### src/rtl/lwc_stepper.sv
module lwc_stepper #(
  parameter int           W    = 64,
  parameter logic [W-1:0] POLY = 64'h231dcee91262b8a3
) (
  input  logic         clk,
  input  logic         rst,
  input  logic         load,
  input  logic [W-1:0] load_val,
  input  logic         step,
  output logic [W-1:0] state
);
  function automatic logic [W-1:0] advance(input logic [W-1:0] s);
    return s[W-1] ? ((s << 1) ^ POLY) : (s << 1);
  endfunction

  always_ff @(posedge clk) begin
    if (rst)       state <= '0;
    else if (load) state <= load_val;
    else if (step) state <= advance(state);
  end

  // a loaded word appears unchanged on the next cycle
  a_r3_load_lands: assert property (@(posedge clk) disable iff (rst)
    load |=> state == $past(load_val));
  // with an odd polynomial a nonzero state never collapses to zero
  a_r3_nonzero_kept: assert property (@(posedge clk) disable iff (rst)
    (!load && state != '0) |=> state != '0);
endmodule

### config.mk
export PLATFORM = sky130hd
export DESIGN_NAME = lwc_stepper
export DESIGN_NICKNAME = d
export VERILOG_FILES = /design/src/rtl/lwc_stepper.sv
export SDC_FILE = /design/constraint.sdc
export NUM_CORES = 1
export LEC_CHECK = 0
export BUFFER_PORTS_ARGS = -buffer_cell sky130_fd_sc_hd__buf_4
export CAP_MARGIN = 30
export CORE_MARGIN = 2
export CORE_UTILIZATION = 44
export CTS_CLUSTER_DIAMETER = 60
export CTS_CLUSTER_SIZE = 25
export DETAILED_ROUTE_END_ITERATION = 16
export GPL_TIMING_DRIVEN = 0
export PLACE_DENSITY_LB_ADDON = 0.05
export SETUP_SLACK_MARGIN = 0.02
export SLEW_MARGIN = 10
export SYNTH_ARGS = -nofsm -noshare
export SYNTH_HDL_FRONTEND = slang
export SYNTH_SLANG_ARGS = --single-unit
### constraint.sdc
create_clock -name clk -period 1.1 [get_ports clk]
set_input_delay 0.22 -clock clk [delete_from_list [all_inputs] [get_ports clk]]
set_output_delay 0.22 -clock clk [all_outputs]
set_load 0.02 [all_outputs]
* Word-level counts from Yosys, hierarchy flattened *
Cells that the tools add are included.

operators by class
  bitwise operators = 1
  mux-type cells = 3
  reduce and logical (&&, ||, !) cells = 1

operator list
  kind               number
  $mux 64            2
  $mux 62            1
  $not 30->30        1
  $reduce_bool 2->1  1

word-level totals
  bits of input ports = 68
  register bits = 64
  word-level logic and storage cells = 6

* Depth between registers and ports, before layout *
  word-level depth = 4
  gate-level depth with buffers = 5
  depth with buffers taken out = 2

* Worst setup path after synthesis *
No wires, ideal clock.

  path type = register -> register
  from = reg state[63]
  to = reg state[11]
  setup slack = -0.125 ns
  cell stages (with the launch flop) = 5
  period minus slack after synthesis = 1.225 ns
  data required time = 0.972 ns
  arrival = 1.097 ns
  path through = dfxtp_1 > buf_2 > buf_2 > xnor2_1 > o221ai_2

on the way
  longest elaborated chain between the ends = 3

RTL lines
  item                    line  text
  from (decl)             10    output logic [W-1:0] state
  from (signal assigned)  18    else if (load) state <= load_val;
  from (signal assigned)  19    else if (step) state <= advance(state);
  $mux 62                 13    return s[W-1] ? ((s << 1) ^ POLY) : (s << 1);
  $mux 64                 19
  $mux 64                 18

No other way between the ends. The select of a mux whose other input is x is not followed.
A chain may end at the register's enable or synchronous reset.

* Worst setup path in the final report *
  from = reg state[63]
  to = reg state[13]

The elaborated chain is that of the path after synthesis.

==> out/metrics.cfg <==
[timing]
worst_pin_slew_ps=486
setup_ws_ps=6.22
slew_violations=0
rsz0062_at_grt=true
clock_skew_ps=9.93
fin_crit_ps=1090
slew_headroom_pct=67.6
fmax_ghz=0.914
timing.final.hold_violations=0
post-route-period-util_pct=99.4
finalSetupViolations=0
whs_ps=136

[final_layout]
largest_register_ffs=64
drive_above_1_share_pct=61.2
mostFrequentLayoutCells=buf_4 (130), dfxtp_2 (49), mux2i_1 (35), nor2b_1 (35)
n_antenna_cell=0
final_common_cell=buf_4
regMostFlops=state
fillCellCount=526
top_regs=state (64)
syn_to_final_growth_pct=65.1
final_nets=565

[power]
total_leakage_power_uw=0.00234
peakVddDrop_mv=0.860
power_density_nw_per_um2=1300

[drt]
route.antenna.remaining_nets=0
routedWlPerCell_um=17.5
avgViaCountPerCell=5.37
totalWireLength_um=10500
drt_pass1_iterations=4
drtIter0Drc=93
via_count=3228
drc=0

[critical_path]
path_cells=buf_12 > clkbuf_16 > xnor2_2 > o221ai_2
crit_family=flip-flops
crit_type=reg2reg
cp_slowest_cell=dfxtp_2
path_depth=4
crit_path_start_kind=register
r2r_end=state[13]
cp-endpoint=state[13]
critPathCaptureType=register
cp_max_fo=7
setup.worst_path.start=state[63]
reg2reg_setup_slack_ps=6
crit_buf_inv=2
rr_worst_depth=4
cpPeakStageDelay_ps=340
crit_required_ps=1330
worstPathArrival_ps=1320
timing.rr.start=state[63]

[placement]
dp_slack_ps=-422
dpl.hpwl_um=6740
portBuffers=131
place.gp.congestion=0.776

[synthesis]
synth_cells=324
yosys.area_share.adder_pct=0
synth.yosys.seq_area_share_pct=38.2
synth-simple-area-share_pct=18.8
synth_xor_area_share_pct=7.58
ys_types=20
netlist_area_um2=3350
synth_compound_area_share_pct=17.7
synth_warnings=0
synth_mux_area_share_pct=10.5
syn_nets=392
synth_top_family_by_area=simple AND/OR/NAND/NOR gates
avgSynthCellArea_um2=10.3
postSynthRegisterBits=64

[clock_network]
cts_max_level=3
clockBufferDepth=2
path_clk_slew_ps=70
cts_tree=yes
cts_hold_buf=0
worstSkewPairLatency_ps=350
cts_buffers=9
clock_sinks=64
cts_root_buffer=clkbuf_8

[floorplan]
die_height_um=91.3
initial_core_util_pct=45.7
rows=31
fp.dieW_um=91.3
core_area_um2=7330
pin_count=132
dieArea_um2=8330

[job]
maxCapViolCount=0

[grt]
grt_max_degree=12
gr-total-overflow=0
antenna_found_initial=0
grt_pass1_wl_um=16000
grt_pass1_vias=3087
track_usage_pct=24.0

[worst_hold_path]
holdCritPathClass=in2reg

[run_status]
status=finished clean

==> through the flow <==
stage	total power, uW	setup TNS [ps]	std cells	utilization [%]	instance area [um^2]
CTS	6900	0	578	68.0	4980
floorplan	3570	-35.6	324	-	3380
global route	7470	-188	601	75.5	5540
finish	7190	0	601	75.5	5540
global placement	4190	-17610	554	61.3	4490
detailed placement	4210	-18900	554	61.3	4490
==> final cells by class <==
class / count / area, um^2 / area share, %
flip-flops and latches: 64 / 1400 / 25.3
multi-input cells: 222 / 2050 / 37.1
well taps: 99 / 124 / 2.24
clock inverters: 5 / 103 / 1.85
plain buffers: 37 / 325 / 5.88
inverters: 1 / 3.75 / 0.0678
repair buffers: 162 / 1380 / 24.9
clock buffers: 11 / 151 / 2.74
==> worst min-delay path, cell delays in order <==
cell	delay (ps)
buf_4	80
nand3b_1	80
o211ai_2	70
==> where the power goes <==
group / internal, uW / leakage, uW / total, uW / switching [uW]
registers: 2520 / 0.000555 / 2690 / 166
logic: 1060 / 0.00166 / 1920 / 868
clock network: 1630 / 0.000126 / 2580 / 951
total: 5200 / 0.00234 / 7190 / 1990
==> worst min-delay path by stage <==
stage | start | to | slack [ps] | cells after the start
2_1_floorplan | load_val[61] | state[61] | 390 | 2
3_3_place_gp | load_val[61] | state[61] | 480 | 3
3_5_place_dp | load_val[61] | state[61] | 490 | 3
4_1_cts | load_val[61] | state[61] | 120 | 3
5_1_grt | load_val[61] | state[61] | 140 | 3
6_report | load_val[61] | state[61] | 140 | 3
==> cells by family (layout without fill, tap and decap cells) <==
family | Yosys count | in the layout
muxes | 35 | 35
AOI/OAI and AO/OA | 64 | 64
xor gates and xnor gates | 29 | 29
DFF | 64 | 64
buffers and inverters | 38 | 216
and+or+nand+nor | 94 | 94
==> synthesized netlist by cell type <==
| library cell | n | area (um^2) |
|---|---|---|
| a211oi_1 | 33 | 248 |
| a211oi_2 | 2 | 25.0 |
| buf_12 | 1 | 20.0 |
| buf_2 | 9 | 45.0 |
| buf_6 | 5 | 56.3 |
| buf_8 | 3 | 45.0 |
| clkbuf_1 | 18 | 67.6 |
| clkbuf_2 | 1 | 5.00 |
| dfxtp_1 | 64 | 1280 |
| inv_2 | 1 | 3.75 |
| mux2i_1 | 35 | 350 |
| nand2_1 | 28 | 105 |
| nand3b_1 | 1 | 7.51 |
| nor2b_1 | 35 | 219 |
| o211ai_2 | 1 | 12.5 |
| o221ai_1 | 18 | 158 |
| o221ai_2 | 10 | 150 |
| or3b_1 | 1 | 8.76 |
| or4b_1 | 29 | 290 |
| xnor2_1 | 29 | 254 |
==> what timing repair did <==
item	in CTS	in global routing
endpoints found under the setup margin	101	91
gates resized for setup	82	82
pin swaps	0	6
hold endpoints to repair	0	0
buffers inserted	8	20
cloned	0	3
==> per-layer routing <==
layer	wire length [um]	GRT usage, %	up-vias	part of all wire (%)
met4	150	8.96	0	1.4
met5	0	0	-	0
li1	-	-	1564	-
met2	5200	38.6	110	49
met3	605	4.81	14	5.7
met1	4580	31.8	1540	43
No activity file was read; power rests on OpenSTA's default activity.
